**src/rtl/dpc_pkg.sv**
```systemverilog
// Shared constants and helpers for the delayed-PC fetch sequencer.
// Assumes the thirteen-cause numbering where 1..4 restart and 6..11 maskable.
package dpc_pkg;
    localparam int CAUSE_N  = 13;
    localparam int IDX_W    = 4;
    localparam int MASK_LO  = 6;
    localparam int MASK_N   = 6;
    localparam int RPT_LO   = 1;
    localparam int RPT_HI   = 4;

    typedef logic [IDX_W-1:0] cause_idx_t;

    // True for causes that restart the interrupted instruction.
    function automatic logic is_restart(input cause_idx_t idx);
        return (int'(idx) >= RPT_LO) && (int'(idx) <= RPT_HI);
    endfunction
endpackage

```
**src/rtl/dpc_cause_resolver.sv**
```systemverilog
// Gates the maskable cause lines with their enables and picks the lowest
// active index. Assumes cause lines are level signals valid this cycle.
module dpc_cause_resolver
    import dpc_pkg::*;
(
    input  logic [CAUSE_N-1:0] cause_vec,
    input  logic [MASK_N-1:0]  enable,
    output logic               hit,
    output cause_idx_t         idx,
    output logic               restart
);
    logic [CAUSE_N-1:0] live;

    // Per-cause gating: only the maskable window sees an enable bit.
    for (genvar g = 0; g < CAUSE_N; g++) begin : g_gate
        if (g >= MASK_LO && g < MASK_LO + MASK_N) begin : g_mask
            assign live[g] = cause_vec[g] & enable[g - MASK_LO];
        end else begin : g_fixed
            assign live[g] = cause_vec[g];
        end
    end

    // Priority pick, scanning down so the lowest live index is kept.
    always_comb begin
        idx = '0;
        for (int i = CAUSE_N - 1; i >= 0; i--) begin
            if (live[i]) idx = cause_idx_t'(i);
        end
    end

    assign hit     = |live;
    assign restart = is_restart(idx);
endmodule

```
**src/rtl/dpc_next_pc.sv**
```systemverilog
// Computes the intermediate PC an advance would produce: relative branch,
// absolute jump, or sequential step. Assumes br_taken beats jr_take.
module dpc_next_pc #(
    parameter int AW   = 32,
    parameter int IMMW = 16
) (
    input  logic [AW-1:0]   mid_pc,
    input  logic            br_taken,
    input  logic [IMMW-1:0] br_imm,
    input  logic            jr_take,
    input  logic [AW-1:0]   jr_target,
    output logic [AW-1:0]   mid_next
);
    localparam int EXT_W = AW - IMMW;

    logic [AW-1:0] offset;
    assign offset = {{EXT_W{br_imm[IMMW-1]}}, br_imm};

    // Target select for the intermediate PC.
    always_comb begin
        if (br_taken)     mid_next = mid_pc + offset;
        else if (jr_take) mid_next = jr_target;
        else              mid_next = mid_pc + AW'(4);
    end
endmodule

```
**src/rtl/dpc_fetch_seq.sv**
```systemverilog
// Delayed-PC fetch sequencer. Fetch address trails the intermediate PC by
// one advance; interrupts save a restart or resume pair and vector to a
// fixed routine. Assumes causes are already synchronous to clk.
module dpc_fetch_seq
    import dpc_pkg::*;
#(
    parameter int          AW       = 32,
    parameter int          IMMW     = 16,
    parameter int unsigned ISR_ADDR = 32'h0000_0100
) (
    input  logic                clk,
    input  logic                rst_n,
    input  logic                adv,
    input  logic                br_taken,
    input  logic [IMMW-1:0]     br_imm,
    input  logic                jr_take,
    input  logic [AW-1:0]       jr_target,
    input  logic                rfe_req,
    input  logic [CAUSE_N-1:0]  cause_vec,
    input  logic                sr_we,
    input  logic [MASK_N-1:0]   sr_wdata,
    output logic [AW-1:0]       fetch_addr,
    output logic [AW-1:0]       link_addr,
    output logic [AW-1:0]       ret_ipc,
    output logic [AW-1:0]       ret_dpc,
    output logic [IDX_W-1:0]    cause_idx,
    output logic [MASK_N-1:0]   irq_enable,
    output logic                int_taken
);
    localparam logic [AW-1:0] BOOT_DPC = '0;
    localparam logic [AW-1:0] BOOT_IPC = AW'(4);
    localparam logic [AW-1:0] VEC_DPC  = AW'(ISR_ADDR);
    localparam logic [AW-1:0] VEC_IPC  = AW'(ISR_ADDR) + AW'(4);

    logic [AW-1:0] mid_pc;
    logic [AW-1:0] dly_pc;
    logic [AW-1:0] mid_next;
    logic          irq_hit;
    cause_idx_t    irq_idx;
    logic          irq_restart;
    logic          abort;

    dpc_next_pc #(.AW(AW), .IMMW(IMMW)) u_next (
        .mid_pc    (mid_pc),
        .br_taken  (br_taken),
        .br_imm    (br_imm),
        .jr_take   (jr_take),
        .jr_target (jr_target),
        .mid_next  (mid_next)
    );

    dpc_cause_resolver u_res (
        .cause_vec (cause_vec),
        .enable    (irq_enable),
        .hit       (irq_hit),
        .idx       (irq_idx),
        .restart   (irq_restart)
    );

    assign abort = irq_hit && (irq_idx == '0);

    // PC pair, return pair, cause and enable update.
    always_ff @(posedge clk) begin
        if (!rst_n) begin
            dly_pc     <= BOOT_DPC;
            mid_pc     <= BOOT_IPC;
            ret_ipc    <= '0;
            ret_dpc    <= '0;
            cause_idx  <= '0;
            irq_enable <= '0;
            int_taken  <= 1'b0;
        end else begin
            int_taken <= 1'b0;
            if (abort) begin
                dly_pc     <= BOOT_DPC;
                mid_pc     <= BOOT_IPC;
                cause_idx  <= '0;
                irq_enable <= '0;
            end else if (irq_hit) begin
                if (irq_restart) begin
                    ret_ipc <= mid_pc;
                    ret_dpc <= dly_pc;
                end else begin
                    ret_ipc <= mid_next;
                    ret_dpc <= mid_pc;
                end
                dly_pc     <= VEC_DPC;
                mid_pc     <= VEC_IPC;
                cause_idx  <= irq_idx;
                irq_enable <= '0;
                int_taken  <= 1'b1;
            end else begin
                if (rfe_req) begin
                    mid_pc <= ret_ipc;
                    dly_pc <= ret_dpc;
                end else if (adv) begin
                    dly_pc <= mid_pc;
                    mid_pc <= mid_next;
                end
                if (sr_we) irq_enable <= sr_wdata;
            end
        end
    end

    assign fetch_addr = dly_pc;
    assign link_addr  = mid_pc + AW'(4);
endmodule

```
**config.mk**
```make
export PLATFORM = sky130hd
export DESIGN_NAME = dpc_fetch_seq
export DESIGN_NICKNAME = d
export VERILOG_FILES = /design/src/rtl/dpc_pkg.sv /design/src/rtl/dpc_cause_resolver.sv /design/src/rtl/dpc_next_pc.sv /design/src/rtl/dpc_fetch_seq.sv
export SDC_FILE = /design/constraint.sdc
export NUM_CORES = 1
export LEC_CHECK = 0
export BUFFER_PORTS_ARGS = -buffer_cell sky130_fd_sc_hd__buf_2
export CELL_PAD_IN_SITES_DETAIL_PLACEMENT = 1
export CELL_PAD_IN_SITES_GLOBAL_PLACEMENT = 2
export CORE_UTILIZATION = 31
export DETAILED_ROUTE_END_ITERATION = 16
export HOLD_SLACK_MARGIN = 0.05
export PLACE_DENSITY = 0.88
export SLEW_MARGIN = 20
export SYNTH_ARGS = -nofsm -noshare
export SYNTH_HDL_FRONTEND = slang
export SYNTH_SLANG_ARGS = --single-unit
```
**constraint.sdc**
```tcl
create_clock -name clk -period 3.75 [get_ports clk]
set_clock_uncertainty 0.05 [all_clocks]
set_input_delay 0.75 -clock clk [delete_from_list [all_inputs] [get_ports clk]]
set_output_delay 0.75 -clock clk [all_outputs]
set_load 0.02 [all_outputs]
```
---- After elaboration in Yosys (flattened, before gate mapping) ----
Index checks and enable logic that the tools add are counted.
Widths: inputs -> output; s select.
word-level totals
  output and inout bits ................... 139
  input bits .............................. 74
  flip-flop bits (word level) ............. 139
  word-level logic and storage cells ...... 54
operators by class
  magnitude comparators ................... 2
  $add $sub $neg .......................... 2
  bitwise operators ....................... 8
  reductions and logical operators ........ 9
  multiplexer cells ....................... 24
operator list
  cell                   number
  $mux 32                8
  $mux 4                 13
  $add 32x3->32 const B  1
  $add 32x32->32         1
  $mux 9                 2
  $reduce_or 15->1       1
  $reduce_or 13->1       1
  $and 1x1->1            6
  $ge 4x1->1 const B     1
  $le 4x3->1 const B     1
  $logic_not 4->1        1
  $reduce_bool 3->1      1
  $logic_and 1x1->1      2
  $not 1->1              2
  $reduce_and 2->1       1
  $reduce_bool 2->1      1
  $reduce_or 2->1        1
  $mux 1                 1

---- Logic depth before layout (Yosys ltp) ----
Gate-level depths: netlist of run 1.
  depth after elaboration ................. 17
  gate-level depth with buffers ........... 12

---- Modules after synthesis ----
A second synthesis of run 1 with hierarchy kept.
second synthesis, totals
  cells, all modules ...................... 1216
  area, all modules ....................... 9915.8 um^2
by module, submodules not included
  module              area an instance (um^2)  cells an instance  times used  seq. area each (um^2)
  dpc_fetch_seq       6886.6                   770                1           2782.7
  dpc_next_pc         2785.2                   411                1           0.0
  dpc_cause_resolver  244.0                    35                 1           0.0

---- Worst setup path before layout of run 1 ----
Ideal clock, no wire load.
  path type ............................... input-to-reg
  start ................................... input port br_imm[0]
  end ..................................... register ret_ipc[26]
  path slack .............................. 0.303 ns
  cell stages on the path ................. 12
  arrival ................................. 3.264 ns
  required time ........................... 3.567 ns
  path buffers ............................ 0
  library setup time ...................... 0.133 ns
  cells stage by stage .................... ha_1 > inv_1 > fa_1 > nor2b_1 > o31ai_1 > a21o_1 > o31a_1 > o31ai_4 > nor3_1 > or4_1 > o21ai_0 > a31oi_1
on the way
  longest elaborated chain between the ends .. 3
ends and longest elaborated chain
  item                    RTL line             RTL
  start: declaration      dpc_fetch_seq.sv:15  input logic [IMMW-1:0] br_imm,
  $add 32x32->32          dpc_next_pc.sv:21    if (br_taken) mid_next = mid_pc + offset;
  $mux 32                 dpc_next_pc.sv:21
  $mux 32                 dpc_fetch_seq.sv:80  if (irq_restart) begin
  end signal: assignment  dpc_fetch_seq.sv:81  ret_ipc <= mid_pc;
  end signal: assignment  dpc_fetch_seq.sv:84  ret_ipc <= mid_next;
  end: declaration        dpc_fetch_seq.sv:24  output logic [AW-1:0] ret_ipc,
No other way between the ends.
A chain may end at the register's enable or synchronous reset.

---- Final worst setup path of run 1 ----
  start ................................... register mid_pc[2]
  end ..................................... output port link_addr[28]
on the way
  longest elaborated chain between the ends .. 1
ends and longest elaborated chain
  item                      RTL line              RTL
  start: declaration        dpc_fetch_seq.sv:35   logic [AW-1:0] mid_pc;
  start signal: assignment  dpc_fetch_seq.sv:94   mid_pc <= ret_ipc;
  start signal: assignment  dpc_fetch_seq.sv:98   mid_pc <= mid_next;
  $add 32x3->32             dpc_fetch_seq.sv:106  assign link_addr = mid_pc + AW'(4);
  end: declaration          dpc_fetch_seq.sv:23   output logic [AW-1:0] link_addr,
No other way between the ends.

==> results of run 1 <==
cell families (layout without fill, tap and decap cells):
group | count (synthesis) | in the layout | share of synthesized area, %
AO/OA/AOI/OAI | 333 | 333 | 24.4
multiplexers | 72 | 72 | 8.02
adder cells (fa/ha/maj) | 33 | 33 | 4.64
buffers and inverters | 114 | 323 | 5.07
flip-flops | 139 | 139 | 30.7
XOR/XNOR | 42 | 42 | 4.06
AND/OR/NAND/NOR | 468 | 468 | 23.1
cells in the mapped netlist (12+ instances only):
library cell / number
a211oi_1: 14
a21o_1: 13
a21oi_1: 106
a311oi_1: 40
a31oi_1: 21
buf_2: 16
clkbuf_1: 67
dfxtp_1: 139
ha_1: 32
inv_1: 15
mux2i_1: 67
nand2_1: 148
nand3_1: 33
nand4_1: 12
nor2_1: 187
nor3_1: 20
o21ai_0: 54
o221ai_1: 18
xnor2_1: 31
per-stage QoR:
| stage | utilization [%] | TNS [ns] |
|---|---|---|
| 2_1_floorplan | - | 0 |
| 3_3_place_gp | 37.4 | 0 |
| 3_5_place_dp | 37.4 | -0.00846 |
| 4_1_cts | 39.3 | 0 |
| 5_1_grt | 39.3 | 0 |
| 6_report | 39.3 | 0 |
per-layer routing:
| layer | part of all wire (%) | track usage [%] | wire [um] | vias up |
|---|---|---|---|---|
| met4 | 3.0 | 8.74 | 1090 | 0 |
| met3 | 4.6 | 3.83 | 1680 | 52 |
| met2 | 49 | 42.9 | 17900 | 285 |
| met5 | 0 | 0 | 0 | - |
| li1 | - | - | - | 4734 |
| met1 | 43 | 28.7 | 15700 | 4821 |
worst paths after layout:
path                                       to  slack [ns]  depth (start not counted)
worst max-delay path            link_addr[28]        0.17                          8
worst min-delay path             cause_idx[1]        0.41                          2
worst max register to register    ret_ipc[26]        0.36                         11
worst min register to register   cause_idx[1]        0.41                          2
flip-flops by register name (all words and copies together), names as in the netlist:
register,cells
mid_pc,32
ret_ipc,32
cause_idx,4
fetch_addr,32
irq_enable,6
int_taken,1
ret_dpc,32
power by group:
part | switching [mW] | internal (mW) | total [mW]
combinational | 0.424 | 0.225 | 0.649
sequential | 0.0514 | 1.53 | 1.58
clock | 0.722 | 0.854 | 1.58
worst max-delay path, cell delays in order, from the launching register on:
cell	delay, ns
dfxtp_1	0.50
buf_4	0.20
ha_1	0.23
inv_1	0.12
nor4_4	0.42
buf_4	0.23
nand3_1	0.10
xnor2_1	0.31
buf_2	0.23
final cells by class:
class / instances / area, um^2
multi-input combinational: 948 / 5840
tap: 384 / 480
fill: 3607 / 17400
timing repair buffer: 274 / 1560
clock inverter: 15 / 116
clock buffer: 17 / 425
inverter: 17 / 63.8
sequential: 139 / 2780
==> results.toml, run 1 <==
[run]
drv_cap = 0

[timing]
tightestPinTransition_ns = 0.791
period_share_pct = 95.5
setup_slack_ns = 0.167
hold_viol = 0
slew_violations = 0
max_freq_mhz = 279
relSlewSlack_pct = 47.3
finalSetupViolCount = 0
finalCriticalPeriod_ns = 3.58
rsz0062_at_grt = "false"
timing.hold.ws_ns = 0.413

[placement]
dp.final_hpwl_mm = 27.0
routabilityCongestion = 0.860
dpl_cell_area_um2 = 10700
numPortBuffers = 212
dp_cells = 1762
pre_cts_ws_ns = -0.00846

[global_routing]
grt_usage_pct = 23.9
grt_pass1_wl_mm = 56.4
grt-ovfl-total = 0
antenna_found_initial = 0
first_global_vias = 9948
grt_max_degree = 76

[floorplan]
die_h_um = 173
die-area_um2 = 29900
coreArea_um2 = 28700
row_count = 62
initial_utilization_pct = 31.6
ioPinCount = 213
die_w_um = 173

[final_layout]
final_common_cell = "buf_2"
diodes = 0
final_nets = 1504
synthToLayoutAreaGrowth_pct = 24.4
final_cell_mix = "buf_2 (210), nor2_1 (187), nand2_1 (148), dfxtp_1 (139), a21oi_1 (106)"
fin_cells = 1794
finalInstanceArea_um2 = 11300
drive_above_1_share_pct = 23.4

[clock_network]
h-tree-depth = 4
ctsLongestPathBuffers = 2
cts_hold_buf = 0
cts_buffers = 17
cts_tree = "yes"
path_clk_slew_ns = 0.06
post-cts-setup-buffer-count = 0
clkLatencyLatePin_ns = 0.43
root_buffer = "clkbuf_16"
cts_num_sinks = 139
cts_resized = 0

[synth]
synth-seq-area-share_pct = 30.7
ys_ff_latch = 139
avgSynthCellArea_um2 = 7.54
synth_flop_cell = "dfxtp_1"
synth_top_area_share_pct = 30.7
syn_inst = 1201
synthTopCellsByArea = "dfxtp_1 (31%), nor2_1 (7.7%), mux2i_1 (7.4%)"
yosysWarnings = 0
syn-num-nets = 1308
synth_edf_count = 0
yosysTopAreaCell = "dfxtp_1"
synth_cell_types = 70
synth-async-reset-ratio_pct = 0
syn_area_um2 = 9060

[detailed_routing]
drt_iter0_drc = 539
antenna_left = 0
first_pass_iters = 5
drcViolationCount = 0
dr_total_vias = 9892
wl_per_cell_um = 20.3
viasPerCell = 5.51
wirelength_mm = 36.4

[pwr]
cellPowerDensity_nw_per_um2 = 338
ir_worst_vdd_uv = 222
p_leak_nw = 4.91
total_power_mw = 3.81

[hold_path]
hold_path.class = "reg2reg"
hp-start = "cause_idx[1]"

[critical_path]
endpoint_kind = "output port"
cp.required_ns = 2.95
crit_fanout = 6
startpoint_type = "flip-flop"
worst-setup-path-type = "reg2out"
crit_path_start = "mid_pc[2]"
arrival_ns = 2.78
worstReg2RegStart = "mid_pc[1]"

[status]
status = "finished, final reports clean"
Note: power is estimated with default switching activity, not from simulation.
==> run 2: changes to the inputs <==
--- a/config.mk
+++ b/config.mk
@@ -5,14 +5,16 @@
 export SDC_FILE = /design/constraint.sdc
 export NUM_CORES = 1
 export LEC_CHECK = 0
+export ABC_AREA = 1
 export BUFFER_PORTS_ARGS = -buffer_cell sky130_fd_sc_hd__buf_2
 export CELL_PAD_IN_SITES_DETAIL_PLACEMENT = 1
 export CELL_PAD_IN_SITES_GLOBAL_PLACEMENT = 2
 export CORE_UTILIZATION = 31
 export DETAILED_ROUTE_END_ITERATION = 16
 export HOLD_SLACK_MARGIN = 0.05
-export PLACE_DENSITY = 0.88
+export PLACE_DENSITY = 0.92
 export SLEW_MARGIN = 20
 export SYNTH_ARGS = -nofsm -noshare
 export SYNTH_HDL_FRONTEND = slang
 export SYNTH_SLANG_ARGS = --single-unit
+export TNS_END_PERCENT = 5
==> constraint.sdc (replaced) <==
create_clock -name clk -period 4.2 [get_ports clk]
set_clock_uncertainty 0.05 [all_clocks]
set_input_delay 0.84 -clock clk [delete_from_list [all_inputs] [get_ports clk]]
set_output_delay 0.84 -clock clk [all_outputs]
set_load 0.02 [all_outputs]
==> results.toml, run 2 <==
[status]
status = "finished, final reports clean"

[critical_path]
crit_path_start = "mid_pc[2]"
cp.required_ns = 3.31
worst-setup-path-type = "reg2out"
cpLargestDelayFamily = "simple AND/OR/NAND/NOR gates"
r2r_slack_ns = 1.27
crit_path_cell_trace = "ha_1 > nand2_1 > nor3_4 > nand3_2 > nor2_1 > xor2_1 > buf_2"
reg2reg_depth = 13
arrival_ns = 2.70
worstReg2RegStart = "mid_pc[0]"
cp_num_buf_inv = 1
endpoint_kind = "output port"
slowest_delay_ns = 0.54
cp_slowest_cell = "dfxtp_1"
crit_fanout = 7
r2r_end = "ret_ipc[28]"
startpoint_type = "flip-flop"

[hold_path]
hold_path.class = "reg2reg"
min_to = "cause_idx[0]"
min_path_cells = 2
hp-start = "cause_idx[0]"

[global_routing]
antenna_found_initial = 1
grt_usage_pct = 26.4
first_global_vias = 10900
grt-ovfl-total = 0
grt_max_degree = 111
grt_pass1_wl_mm = 62.6

[timing]
tightestPinTransition_ns = 0.892
hold_viol = 0
period_share_pct = 85.6
relSlewSlack_pct = 40.5
finalSetupViolCount = 0
setup_slack_ns = 0.606
rsz0062_at_grt = "false"
tns_ns = 0
max_freq_mhz = 278
slew_violations = 0
finalCriticalPeriod_ns = 3.59

[detailed_routing]
viasPerCell = 5.29
drt_iter0_drc = 628
antenna_left = 0
wirelength_mm = 40.2
drcViolationCount = 0
dr_total_vias = 10700
wl_per_cell_um = 19.8
first_pass_iters = 5

[synth]
synth-xor-area-share_pct = 2.91
synthTopCellsByArea = "dfxtp_1 (30%), nand2_1 (16%), nor2_1 (7.9%)"
synth_mux_area_share_pct = 0.648
yosysWarnings = 0
synth_cell_types = 50
synth_simple_gate_area_share_pct = 31.1
yosysTopAreaCell = "dfxtp_1"
synth_commonest_cells = "nand2_1 (396), nor2_1 (196), dfxtp_1 (139)"
synth_top_area_share_pct = 30.0
synth_fa_ha_area_share_pct = 4.53
synth-async-reset-ratio_pct = 0
ys_ff_latch = 139
synth-compound-area-share_pct = 21.6
synth_flop_cell = "dfxtp_1"
syn_inst = 1466
syn-num-nets = 1573
synth.most_common_cell = "nand2_1"
synth-seq-area-share_pct = 30.0
avgSynthCellArea_um2 = 6.33
synth_edf_count = 0
synth_top_family_by_area = "simple AND/OR/NAND/NOR gates"
syn_area_um2 = 9270

[final_layout]
final_nets = 1743
drive_above_1_share_pct = 18.4
fin_util_pct = 38.6
diodes = 0
final_cell_mix = "nand2_1 (396), buf_2 (212), nor2_1 (194), dfxtp_1 (139), inv_1 (131)"
fin_cells = 2033
final_common_cell = "nand2_1"
synthToLayoutAreaGrowth_pct = 21.2

[pwr]
ir_worst_vdd_uv = 176
p_seq_share_pct = 39.2
power_switching_mw = 1.15
power_frac_comb_pct = 16.5
cellPowerDensity_nw_per_um2 = 322
sw_frac_of_total_pct = 31.7
p_int_mw = 2.47
p_leak_nw = 5.27
clkPwrFrac_pct = 44.4

[clock_network]
cts_num_sinks = 139
h-tree-depth = 4
path_clk_slew_ns = 0.07
cts_resized = 0
clkLatencyLatePin_ns = 0.43
ctsLongestPathBuffers = 2
cts_buffers = 17
cts_hold_buf = 0
root_buffer = "clkbuf_16"
post-cts-setup-buffer-count = 0
cts_tree = "yes"

[floorplan]
coreArea_um2 = 29100
initial_utilization_pct = 31.9
ioPinCount = 213
die_w_um = 175
die-area_um2 = 30600
row_count = 62
die_h_um = 175

[run]
drv_cap = 0

[placement]
routabilityCongestion = 0.912
dp.final_hpwl_mm = 29.1
dp_cells = 2001
pre_cts_ws_ns = 0.808
numPortBuffers = 212
-- run 2: per-layer routing --
layer	track usage (%)	up-vias	share of wire [%]
met4	9.46	2	3.0
met5	0	-	0.025
met1	33.6	5178	44
met3	5.81	60	6.2
met2	43.7	328	47
li1	-	5178	-
-- run 2: worst max-delay path by stage --
stage	endpoint	slack (ns)	cells after the start
after floorplan	ret_ipc[28]	1.50	13
after global placement	ret_ipc[28]	0.90	15
after detailed placement	ret_ipc[28]	0.81	15
after CTS	link_addr[18]	0.60	7
after global routing	link_addr[18]	0.51	7
final	link_addr[18]	0.61	7
-- run 2: cells by family after synthesis --
logic type      count (synthesis)
simple gates                  695
compound gates                347
buf+inv                       216
flops                         139
fa+ha+maj                      33
xor+xnor                       30
mux                             6
-- run 2: cell type report --
type,count,area (um^2)
fillers,3845,17900
multi-input cells,1111,5650
flip-flops and latches,139,2780
repair buffers,229,1200
inverters,138,518
well taps,384,480
clock buffers,19,443
clock inverters,13,156
-- run 2: power groups by stage --
stage	Sequential (mW)	Clock (mW)	Combinational, mW
6_report	1.42	1.60	0.595
5_1_grt	1.42	1.68	0.654
4_1_cts	1.42	1.63	0.596
3_5_place_dp	1.44	0	0.592
3_3_place_gp	1.44	0	0.580
2_1_floorplan	1.50	0	0.310
-- run 2: worst min-delay path, stage by stage (launching register included) --
cell and delay, ns:
dfxtp_1 0.31, nand2_1 0.06, a21oi_1 0.05
-- run 2: stage by stage --
step	hold WS, ns	cell area, um^2	power, mW
2_1_floorplan	0.467	9270	1.81
3_3_place_gp	0.402	10600	2.02
3_5_place_dp	0.406	10600	2.04
4_1_cts	0.417	11200	3.64
5_1_grt	0.446	11200	3.76
6_report	0.410	11200	3.61
==> run 3: changes to the inputs <==
--- a/config.mk
+++ b/config.mk
@@ -5,14 +5,14 @@
 export SDC_FILE = /design/constraint.sdc
 export NUM_CORES = 1
 export LEC_CHECK = 0
-export ABC_AREA = 1
+export ABC_AREA = 0
 export BUFFER_PORTS_ARGS = -buffer_cell sky130_fd_sc_hd__buf_2
 export CELL_PAD_IN_SITES_DETAIL_PLACEMENT = 1
-export CELL_PAD_IN_SITES_GLOBAL_PLACEMENT = 2
-export CORE_UTILIZATION = 31
+export CELL_PAD_IN_SITES_GLOBAL_PLACEMENT = 1
+export CORE_UTILIZATION = 42
 export DETAILED_ROUTE_END_ITERATION = 16
 export HOLD_SLACK_MARGIN = 0.05
-export PLACE_DENSITY = 0.92
+export PLACE_DENSITY = 0.86
 export SLEW_MARGIN = 20
 export SYNTH_ARGS = -nofsm -noshare
 export SYNTH_HDL_FRONTEND = slang
==> results.toml, run 3 (synthesis results as in run 1) <==
[status]
status = "finished, final reports clean"

[detailed_routing]
drcViolationCount = 0
wirelength_mm = 34.9
drt_iter0_drc = 641
antenna_left = 0
wl_per_cell_um = 21.1
viasPerCell = 6.07
dr_total_vias = 10000
first_pass_iters = 4

[global_routing]
grt-ovfl-total = 0
grt_pass1_wl_mm = 53.9
antenna_found_initial = 0
grt_usage_pct = 31.3
first_global_vias = 10000
grt_max_degree = 77

[timing]
tns_ns = 0
finalSetupViolCount = 0
max_freq_mhz = 261
hold_viol = 0
timing.hold.ws_ns = 0.431
slew_violations = 0
rsz0062_at_grt = "false"
tightestPinTransition_ns = 0.946
relSlewSlack_pct = 36.9
finalCriticalPeriod_ns = 3.84
period_share_pct = 91.3

[final_layout]
drive_above_1_share_pct = 21.6
final_common_cell = "buf_2"
final_nets = 1474
final_cell_mix = "buf_2 (210), nor2_1 (187), nand2_1 (148), dfxtp_1 (139), a21oi_1 (106)"
fillers = 2719
diodes = 0
fin_util_pct = 51.9
synthToLayoutAreaGrowth_pct = 20.7

[hold_path]
hold_path.class = "reg2reg"

[clock_network]
cts_buffers = 17
cts_resized = 0
path_clk_slew_ns = 0.06
root_buffer = "clkbuf_16"
h-tree-depth = 4
cts_tree = "yes"
clkLatencyLatePin_ns = 0.43
cts_num_sinks = 139
ctsLongestPathBuffers = 2
post-cts-setup-buffer-count = 0
cts_hold_buf = 0

[critical_path]
r2r_slack_ns = 0.68
startpoint_type = "flip-flop"
crit_fanout = 10
worst-setup-path-type = "reg2out"
endpoint_kind = "output port"
arrival_ns = 2.95
cp.required_ns = 3.31

[floorplan]
die_h_um = 149
coreArea_um2 = 21100
die-area_um2 = 22200
die_w_um = 149
row_count = 53
ioPinCount = 213
initial_utilization_pct = 43.0

[placement]
routabilityCongestion = 0.936
numPortBuffers = 212
dp.final_hpwl_mm = 25.9

[pwr]
p_leak_nw = 4.78
cellPowerDensity_nw_per_um2 = 319
total_power_mw = 3.49
ir_worst_vdd_uv = 295

[run]
drv_cap = 0
## run 3: final cells by class
type | count | area [um^2] | area share [%]
sequential | 139 | 2780 | 25.4
multi-input combinational | 948 | 5840 | 53.4
clock inverter | 13 | 151 | 1.38
tap | 275 | 344 | 3.15
clock buffer | 19 | 433 | 3.96
timing repair buffer | 244 | 1320 | 12.1
inverter | 17 | 63.8 | 0.584
## run 3: final timing paths
kind / depth (start not counted) / endpoint / from
hold reg to reg: 2 / ret_ipc[4] / ret_ipc[4]
setup reg to reg: 12 / mid_pc[26] / mid_pc[0]
setup / recovery: 5 / link_addr[30] / mid_pc[4]
hold / removal: 2 / ret_ipc[4] / ret_ipc[4]
## run 3: report_power, final
group / switching, mW / internal [mW] / total (mW)
clock network: 0.584 / 0.926 / 1.51
registers: 0.0470 / 1.37 / 1.42
logic: 0.374 / 0.193 / 0.567
## run 3: per-stage QoR
stage               instances  worst slack (ns)  instance area [um^2]
floorplan                1201             0.663                  9060
detailed placement       1623             0.184                 10400
finish                   1655             0.364                 10900
global placement         1623             0.241                 10400
CTS                      1655             0.344                 10900
global route             1655             0.208                 10900
## run 3: layer usage
layer | track usage [%] | up-vias | wire length [um]
li1 | - | 4683 | -
met1 | 36.8 | 4874 | 14000
met2 | 54.2 | 384 | 16900
met3 | 5.50 | 101 | 2200
met4 | 16.5 | 0 | 1760
met5 | 0 | - | 0
## run 3: worst max-delay path, stage by stage, from the launching register on
cell	delay [ns]
dfxtp_1	0.62
nand4_1	0.39
nor4_4	0.78
nand4_1	0.21
xnor2_1	0.29
buf_2	0.22
